**src/rtl/rf_pkg.sv**
```systemverilog
package rf_pkg;
  localparam int unsigned RF_DEPTH_DEF = 32;
  localparam int unsigned RF_WIDTH_DEF = 32;
endpackage

```
**src/rtl/rf_wr_decode.sv**
```systemverilog
module rf_wr_decode #(
  parameter int unsigned NUM_REGS = 32,
  localparam int unsigned ADDR_W = $clog2(NUM_REGS)
) (
  input  logic                clk_i,
  input  logic                rst_ni,
  input  logic                we_i,
  input  logic [ADDR_W-1:0]   waddr_i,
  output logic [NUM_REGS-1:0] wr_sel_o
);
  // index 0 never selected: hardwired zero register
  always_comb begin
    wr_sel_o = '0;
    for (int i = 1; i < NUM_REGS; i++)
      wr_sel_o[i] = we_i && (waddr_i == ADDR_W'(i));
  end

  assert_sel_onehot_R4: assert property (@(posedge clk_i) disable iff (!rst_ni)
    $onehot0(wr_sel_o));
  assert_idle_no_sel_R7: assert property (@(posedge clk_i) disable iff (!rst_ni)
    !we_i |-> (wr_sel_o == '0));
  assert_zero_never_sel_R6: assert property (@(posedge clk_i) disable iff (!rst_ni)
    (waddr_i == '0) |-> (wr_sel_o == '0));
endmodule

```
**src/rtl/rf_storage.sv**
```systemverilog
module rf_storage #(
  parameter int unsigned NUM_REGS = 32,
  parameter int unsigned DATA_W   = 32
) (
  input  logic                             clk_i,
  input  logic                             rst_ni,
  input  logic [NUM_REGS-1:0]              wr_sel_i,
  input  logic [DATA_W-1:0]                wdata_i,
  output logic [NUM_REGS-1:0][DATA_W-1:0]  regs_o
);
  assign regs_o[0] = '0;

  for (genvar g = 1; g < NUM_REGS; g++) begin : g_reg
    logic [DATA_W-1:0] q;
    always_ff @(posedge clk_i or negedge rst_ni) begin
      if (!rst_ni)          q <= '0;
      else if (wr_sel_i[g]) q <= wdata_i;
    end
    assign regs_o[g] = q;
  end
endmodule

```
**src/rtl/rf_read_port.sv**
```systemverilog
module rf_read_port #(
  parameter int unsigned NUM_REGS = 32,
  parameter int unsigned DATA_W   = 32,
  localparam int unsigned ADDR_W  = $clog2(NUM_REGS)
) (
  input  logic                             clk_i,
  input  logic                             rst_ni,
  input  logic [NUM_REGS-1:0][DATA_W-1:0]  regs_i,
  input  logic [ADDR_W-1:0]                raddr_i,
  output logic [DATA_W-1:0]                rdata_o
);
  // read phase: pure mux on current state, ahead of the edge-committed write
  assign rdata_o = regs_i[raddr_i];

  assert_zero_reads_zero_R6: assert property (@(posedge clk_i) disable iff (!rst_ni)
    (raddr_i == '0) |-> (rdata_o == '0));
endmodule

```
**src/rtl/rf_2r1w.sv**
```systemverilog
module rf_2r1w
  import rf_pkg::*;
#(
  parameter int unsigned NUM_REGS = RF_DEPTH_DEF,
  parameter int unsigned DATA_W   = RF_WIDTH_DEF,
  localparam int unsigned ADDR_W  = $clog2(NUM_REGS),
  localparam int unsigned NUM_RD  = 2
) (
  input  logic              clk_i,
  input  logic              rst_ni,
  input  logic [ADDR_W-1:0] raddr_a_i,
  output logic [DATA_W-1:0] rdata_a_o,
  input  logic [ADDR_W-1:0] raddr_b_i,
  output logic [DATA_W-1:0] rdata_b_o,
  input  logic              we_i,
  input  logic [ADDR_W-1:0] waddr_i,
  input  logic [DATA_W-1:0] wdata_i
);
  logic [NUM_REGS-1:0]             wr_sel;
  logic [NUM_REGS-1:0][DATA_W-1:0] regs;
  logic [NUM_RD-1:0][ADDR_W-1:0]   raddr;
  logic [NUM_RD-1:0][DATA_W-1:0]   rdata;

  assign raddr[0]  = raddr_a_i;
  assign raddr[1]  = raddr_b_i;
  assign rdata_a_o = rdata[0];
  assign rdata_b_o = rdata[1];

  rf_wr_decode #(.NUM_REGS(NUM_REGS)) u_dec (
    .clk_i, .rst_ni, .we_i, .waddr_i, .wr_sel_o(wr_sel)
  );

  rf_storage #(.NUM_REGS(NUM_REGS), .DATA_W(DATA_W)) u_store (
    .clk_i, .rst_ni, .wr_sel_i(wr_sel), .wdata_i, .regs_o(regs)
  );

  for (genvar p = 0; p < NUM_RD; p++) begin : g_rd
    rf_read_port #(.NUM_REGS(NUM_REGS), .DATA_W(DATA_W)) u_rd (
      .clk_i, .rst_ni, .regs_i(regs), .raddr_i(raddr[p]), .rdata_o(rdata[p])
    );
  end

  assert_write_lands_a_R4: assert property (@(posedge clk_i) disable iff (!rst_ni)
    (we_i && waddr_i != '0) |=>
      (raddr_a_i != $past(waddr_i)) || (rdata_a_o == $past(wdata_i)));
  assert_idle_hold_a_R7: assert property (@(posedge clk_i) disable iff (!rst_ni)
    !we_i |=> (raddr_a_i != $past(raddr_a_i)) || $stable(rdata_a_o));
  assert_idle_hold_b_R8: assert property (@(posedge clk_i) disable iff (!rst_ni)
    !we_i |=> (raddr_b_i != $past(raddr_b_i)) || $stable(rdata_b_o));
  assert_ports_agree_R3: assert property (@(posedge clk_i) disable iff (!rst_ni)
    (raddr_a_i == raddr_b_i) |-> (rdata_a_o == rdata_b_o));
endmodule

```
**config.mk**
```make
export PLATFORM = sky130hd
export DESIGN_NAME = rf_2r1w
export DESIGN_NICKNAME = d
export VERILOG_FILES = /design/src/rtl/rf_pkg.sv /design/src/rtl/rf_wr_decode.sv /design/src/rtl/rf_storage.sv /design/src/rtl/rf_read_port.sv /design/src/rtl/rf_2r1w.sv
export SDC_FILE = /design/constraint.sdc
export NUM_CORES = 2
export LEC_CHECK = 0
export CAP_MARGIN = 5
export CORE_MARGIN = 8
export CORE_UTILIZATION = 60
export CTS_CLUSTER_DIAMETER = 40
export DETAILED_ROUTE_END_ITERATION = 10
export PLACE_DENSITY = 0.84
export SYNTH_ARGS = -nofsm -noshare
export SYNTH_HDL_FRONTEND = slang
export SYNTH_SLANG_ARGS = --single-unit
```
**constraint.sdc**
```tcl
create_clock -name clk_i -period 7.01 [get_ports clk_i]
set_input_delay 1.402 -clock clk_i [delete_from_list [all_inputs] [get_ports clk_i]]
set_output_delay 1.402 -clock clk_i [all_outputs]
set_load 0.01 [all_outputs]
```
# After elaboration in Yosys (flattened, before gate mapping)
# Cells that the tools add are included.
[totals]
regBits = 992
in_bits = 50
output_inout_bits = 64
elab_cells = 99
[op_classes]
order_cmp = 2
n_eq_ne = 31
muxes = 4
reduce_logical = 31
[ops]
columns = ["cell", "n"]
rows = [
  ["$bmux W32 S5", 2],
  ["$eq A5 B5 Y1 const B", 16],
  ["$mux W32", 2],
  ["$eq A5 B4 Y1 const B", 8],
  ["$logic_and A1 B1 Y1", 31],
  ["$eq A5 B3 Y1 const B", 4],
  ["$lt A5 B6 Y1 const B", 2],
  ["$eq A5 B2 Y1 const B", 2],
  ["$eq A5 B1 Y1 const B", 1],
]

# Depth between registers and ports, before layout
[logic_depth]
word_depth = 2
depth_mapped = 9
depth_no_buf = 4

# Modules after synthesis
# Synthesis repeated with hierarchy kept, for this count alone.
[unflattened]
hier_cells = 4601
hier_area_um2 = 57463.9
[modules_own_cells]
columns = ["module", "n_inst", "cells_each", "area_per_inst_um2", "seq_area_each_um2"]
rows = [
  ["rf_storage", 1, 2237, 39451.6, 24823.8],
  ["rf_read_port", 2, 1158, 8887.3, 0.0],
  ["rf_wr_decode", 1, 48, 237.7, 0.0],
]

# Worst setup path before layout
# Ideal clock, no wire load.
[synth_timing]
path_kind = "input to output"
from = "in raddr_b_i[0]"
to = "out rdata_b_o[18]"
arrival_time_ns = 2.936
required_time_ns = 5.608
setup_slack_ns = 2.672
cell_stages = 7
n_path_buf = 3
cell_sequence = "buf_2 > buf_6 > buf_2 > mux4_2 > a22o_1 > o21ai_1 > o31ai_1"
[synth_between]
elab_chain_len = 2
[synth_lines]
columns = ["item", "line_no", "rtl"]
rows = [
  ["start: declaration", "rf_2r1w.sv:13", "input logic [ADDR_W-1:0] raddr_b_i,"],
  ["$bmux W32 S5", "rf_read_port.sv:13", "assign rdata_o = regs_i[raddr_i];"],
  ["$mux W32 (not written as such)", "rf_read_port.sv:13", ""],
  ["end: declaration", "rf_2r1w.sv:14", "output logic [DATA_W-1:0] rdata_b_o,"],
]
# No other way between the ends. The select of a mux whose other input is x is not followed.

# Final worst setup path
[layout_timing]
from = "in raddr_a_i[2]"
to = "out rdata_a_o[31]"
[layout_between]
elab_chain_len = 2
[layout_lines]
columns = ["item", "line_no", "rtl"]
rows = [
  ["start: declaration", "rf_2r1w.sv:11", "input logic [ADDR_W-1:0] raddr_a_i,"],
  ["$bmux W32 S5", "rf_read_port.sv:13", ""],
  ["$mux W32 (not written as such)", "rf_read_port.sv:13", ""],
  ["end: declaration", "rf_2r1w.sv:12", "output logic [DATA_W-1:0] rdata_a_o,"],
]
# No other way between the ends. The select of a mux whose other input is x is not followed.

==> results.txt <==
----------------------------------------------------
[Floorplan]
  Row count ... 109
  Die height ... 314 um
  Die Wd ... 314 um
  Placeable Area ... 88200 sq um
  Starting Density ... 60.4%
  Number of ports placed on the die boundary ... 114
  Die ar. ... 98600 sq um

[Clock tree]
  CTS Hold Bufs ... 0
  Number of setup buffers added after CTS ... 0
  Post-CTS sizing ... 0
  Sinks on Clock Net ... 992
  Maximum clock insertion buffer count ... 3
  Source-to-sink clock delay at the later pin of the worst-skew pair ... 740 ps
  Clock transition at the register clock pins on the worst setup and hold paths after CTS ... 60 ps
  Clock root buffer ... sky130_fd_sc_hd__clkbuf_16
  Clock tree from TritonCTS ... built
  CTS Buf Count ... 134
  Number of levels in the clock H-tree ... 4

[Pwr]
  Switching share of power ... 27.5%
  Static power due to leakage ... 25.8 nW
  Clock share of power ... 38.5%
  Combinational share of power ... 19.6%
  Int Power ... 13.3 mW
  Max IR drop VDD ... 0.279 mV
  NetSw ... 5.05 mW
  Register share of total power ... 41.8%
  Pwr/cell area ... 308 nW/um^2

[Worst hold path]
  WHS Endpoint ... u_store.g_reg[28].q[10]
  Worst hold-check path type ... reg2reg
  Number of instances on the worst hold path ... 1
  Worst hold path startpoint ... u_store.g_reg[28].q[10]

[Logic synthesis]
  Number of flops mapped to enable cells by yosys ... 0
  Primary flip-flop cell chosen by synthesis mapping ... sky130_fd_sc_hd__dfrtp_1
  Proportion of synthesized flip-flops having asynchronous set or reset ... 100%
  Gate Count Post-Synth ... 3605
  Synthesized flop and latch total ... 992
  Per-instance average area after synthesis ... 14.8 sq um
  Number of nets in the synthesized netlist ... 3655
  Number of warnings printed during yosys synthesis ... 0
  Biggest area consumer among synthesized cells ... sky130_fd_sc_hd__dfrtp_1
  Post-synth top area share ... 46.6%
  Most area-consuming cells after synthesis ... sky130_fd_sc_hd__dfrtp_1, sky130_fd_sc_hd__mux2_2, sky130_fd_sc_hd__mux4_2
  Portion of the post-synthesis area used by sequential elements ... 46.6%
  Number of distinct library cell variants in the gate-level netlist after synthesis ... 30
  Post-synth design cell area ... 53300 sq um

[Setup path]
  Nature of the critical path startpoint ... primary input
  Number of buffers and inverters on the critical path ... 3
  Start-to-end type of the worst setup path ... in2out
  Worst reg2reg setup slack ... 6170 ps
  R2R depth ... 1
  Data arrival time of the critical path ... 4670 ps
  Critical path peak fanout ... 51
  Crit-path cells ... buf_8 -> buf_4 -> mux4_2 -> mux2i_1 -> and2_1 -> o31ai_1 -> clkdlybuf4s50_1
  Startpoint of the lowest-slack register-to-register path ... u_store.g_reg[18].q[22]
  Slowest stage delay, CP ... 960 ps
  Data required time at the worst endpoint ... 5610 ps
  Category of the worst setup path capture point ... output pin
  Crit path max-delay cell type ... sky130_fd_sc_hd__o31ai_1
  Kind of cell adding the most delay to the critical path ... buffers and inverters
  Critical Path Stages ... 7
  Worst reg2reg path endpoint ... u_store.g_reg[18].q[22]

[Timing]
  Transition at the pin with the smallest max-transition slack ... 1350 ps
  Min setup slack post-route ... 939 ps
  Setup TNS ... 0 ps
  Fraction of the cycle the final worst path needs ... 86.6%
  Upper clock frequency limit ... 165 MHz
  Setup skew after layout ... 0 ps
  Setup repair after global routing missed its margin ... false
  Worst slew margin relative to its limit ... 9.86%
  Number of setup violations in the final report ... 0
  Fin crit period ... 6070 ps
  Final hold violation count ... 0
  Fin. max-slew vios ... 0

[Global route]
  Global-route wire length before repair ... 236 mm
  Maximum number of pins on one net before global-route repair ... 190
  Total routing resource utilization after global routing ... 31.6%
  Overflow after GRT ... 0
  Initial antenna violation count ... 4
  Vias in the first global route ... 37252

[Finish]
  Final core area utilization ... 67.7%
  Area growth from synthesis to layout ... 12.1%
  Fraction of final layout cells sized beyond drive strength 1 ... 48.8%
  Max reg flops ... 992
  Final layout net count ... 3586
  Regs by FF count ... u_store.g.q x992
  Total of fill cells in the finished design ... 5712
  Cell Count, Final, Fillers Out ... 4808
  Most flop-heavy register ... u_store.g.q

[Status]
  Run status ... completed

[Placement]
  Detailed Place HPWL ... 88.7 mm
  Setup slack after placement ... 1160 ps
  Number of placed instances, taps included ... 4565
  Number of port buffers ... 113
  Global placer's final weighted congestion ... 0.821

[Route]
  Vias ... 35063
  Routed length per instance ... 32.4 um
  Violation count after the first detailed-routing iteration ... 3637
  Detailed-routing iteration count for the pre-antenna-repair pass ... 5
  Number of nets with antenna violations after detailed routing ... 0
  DRT Wirelength ... 156 mm
  # DRC ... 0
  Ratio of routed vias to standard cells ... 7.29

[Run]
  Max Cap Viol ... 0

----------------------------------------------------
==> area by class of cell <==
class	instances	area [sq um]	area share [%]
clock inverter	83	1080	1.81
sequential	992	24800	41.6
antenna	1	2.50	0.00419
multi-input combinational	2205	26800	44.8
timing repair buffer	201	1960	3.29
clock buffer	159	3600	6.03
inverter	2	7.51	0.0126
tap	1165	1460	2.44
==> worst max-delay path by stage <==
stage	start	to	slack [ps]
floorplan	raddr_b_i[0]	rdata_b_o[18]	2670
global placement	raddr_a_i[2]	rdata_a_o[31]	1140
detailed placement	raddr_b_i[1]	rdata_b_o[9]	1160
CTS	raddr_b_i[1]	rdata_b_o[9]	1130
global route	raddr_a_i[2]	rdata_a_o[31]	940
finish	raddr_a_i[2]	rdata_a_o[31]	940
==> power groups by stage <==
stage / Combinational [mW] / Sequential (mW) / Clock [mW]
finish: 3.61 / 7.69 / 7.09
global route: 3.82 / 7.84 / 7.39
CTS: 3.59 / 7.67 / 7.14
detailed placement: 3.55 / 7.74 / 0
global placement: 3.44 / 7.63 / 0
floorplan: 2.71 / 7.45 / 0
==> cells in the mapped netlist (64+ instances only) <==
cell type and count:
sky130_fd_sc_hd__mux2_2 1017, sky130_fd_sc_hd__dfrtp_1 992, sky130_fd_sc_hd__mux4_2 384, sky130_fd_sc_hd__clkbuf_1 220
sky130_fd_sc_hd__a22o_1 192, sky130_fd_sc_hd__mux2i_1 192, sky130_fd_sc_hd__buf_2 137, sky130_fd_sc_hd__and2_1 66
sky130_fd_sc_hd__a211oi_1 64, sky130_fd_sc_hd__o21ai_1 64, sky130_fd_sc_hd__o22ai_1 64, sky130_fd_sc_hd__o31ai_1 64
==> placed cells by master, fill, tap and decap left out, drive strengths merged, types with 10 or more instances in the layout <==
| cell | count |
|---|---|
| and2 | 66 |
| o31ai | 64 |
| a22o | 192 |
| mux4 | 384 |
| a211oi | 64 |
| bufinv | 16 |
| nor2b | 10 |
| mux2i | 192 |
| nor2 | 15 |
| o22ai | 64 |
| clkdlybuf4s50 | 102 |
| dfrtp | 992 |
| inv | 22 |
| mux2 | 1056 |
| o21ai | 64 |
| clkinvlp | 15 |
| buf | 99 |
| clkinv | 32 |
| clkbuf | 159 |
| nand2 | 15 |
==> per-stage QoR <==
| step | instance area [sq um] | power, mW | hold WS, ps |
|---|---|---|---|
| after floorplan | 53300 | 10.2 | 470 |
| after global routing | 59700 | 19.1 | 524 |
| after global placement | 55000 | 11.1 | 481 |
| after CTS | 59700 | 18.4 | 505 |
| final | 59700 | 18.4 | 500 |
| after detailed placement | 55000 | 11.3 | 491 |
==> logic make-up (layout without fill, tap and decap cells) <==
kind of cell / after synthesis / count (layout) / share of synthesized area [%]
buffers and inverters: 408 / 445 / 3.56
DFF: 992 / 992 / 46.6
muxes: 1632 / 1632 / 42.2
and+or+nand+nor: 125 / 125 / 1.36
AOI/OAI and AO/OA: 448 / 448 / 6.31
other: 0 / 1 / 0
==> metal layers <==
metal	global-route usage (%)	vias to the layer above	wire length (um)
met5	0	-	36
met4	14.6	6	7340
met3	9.49	536	18200
met2	47.9	2050	71500
met1	42.1	18587	58700
li1	-	13884	-
(Power assumes the default switching activity.)
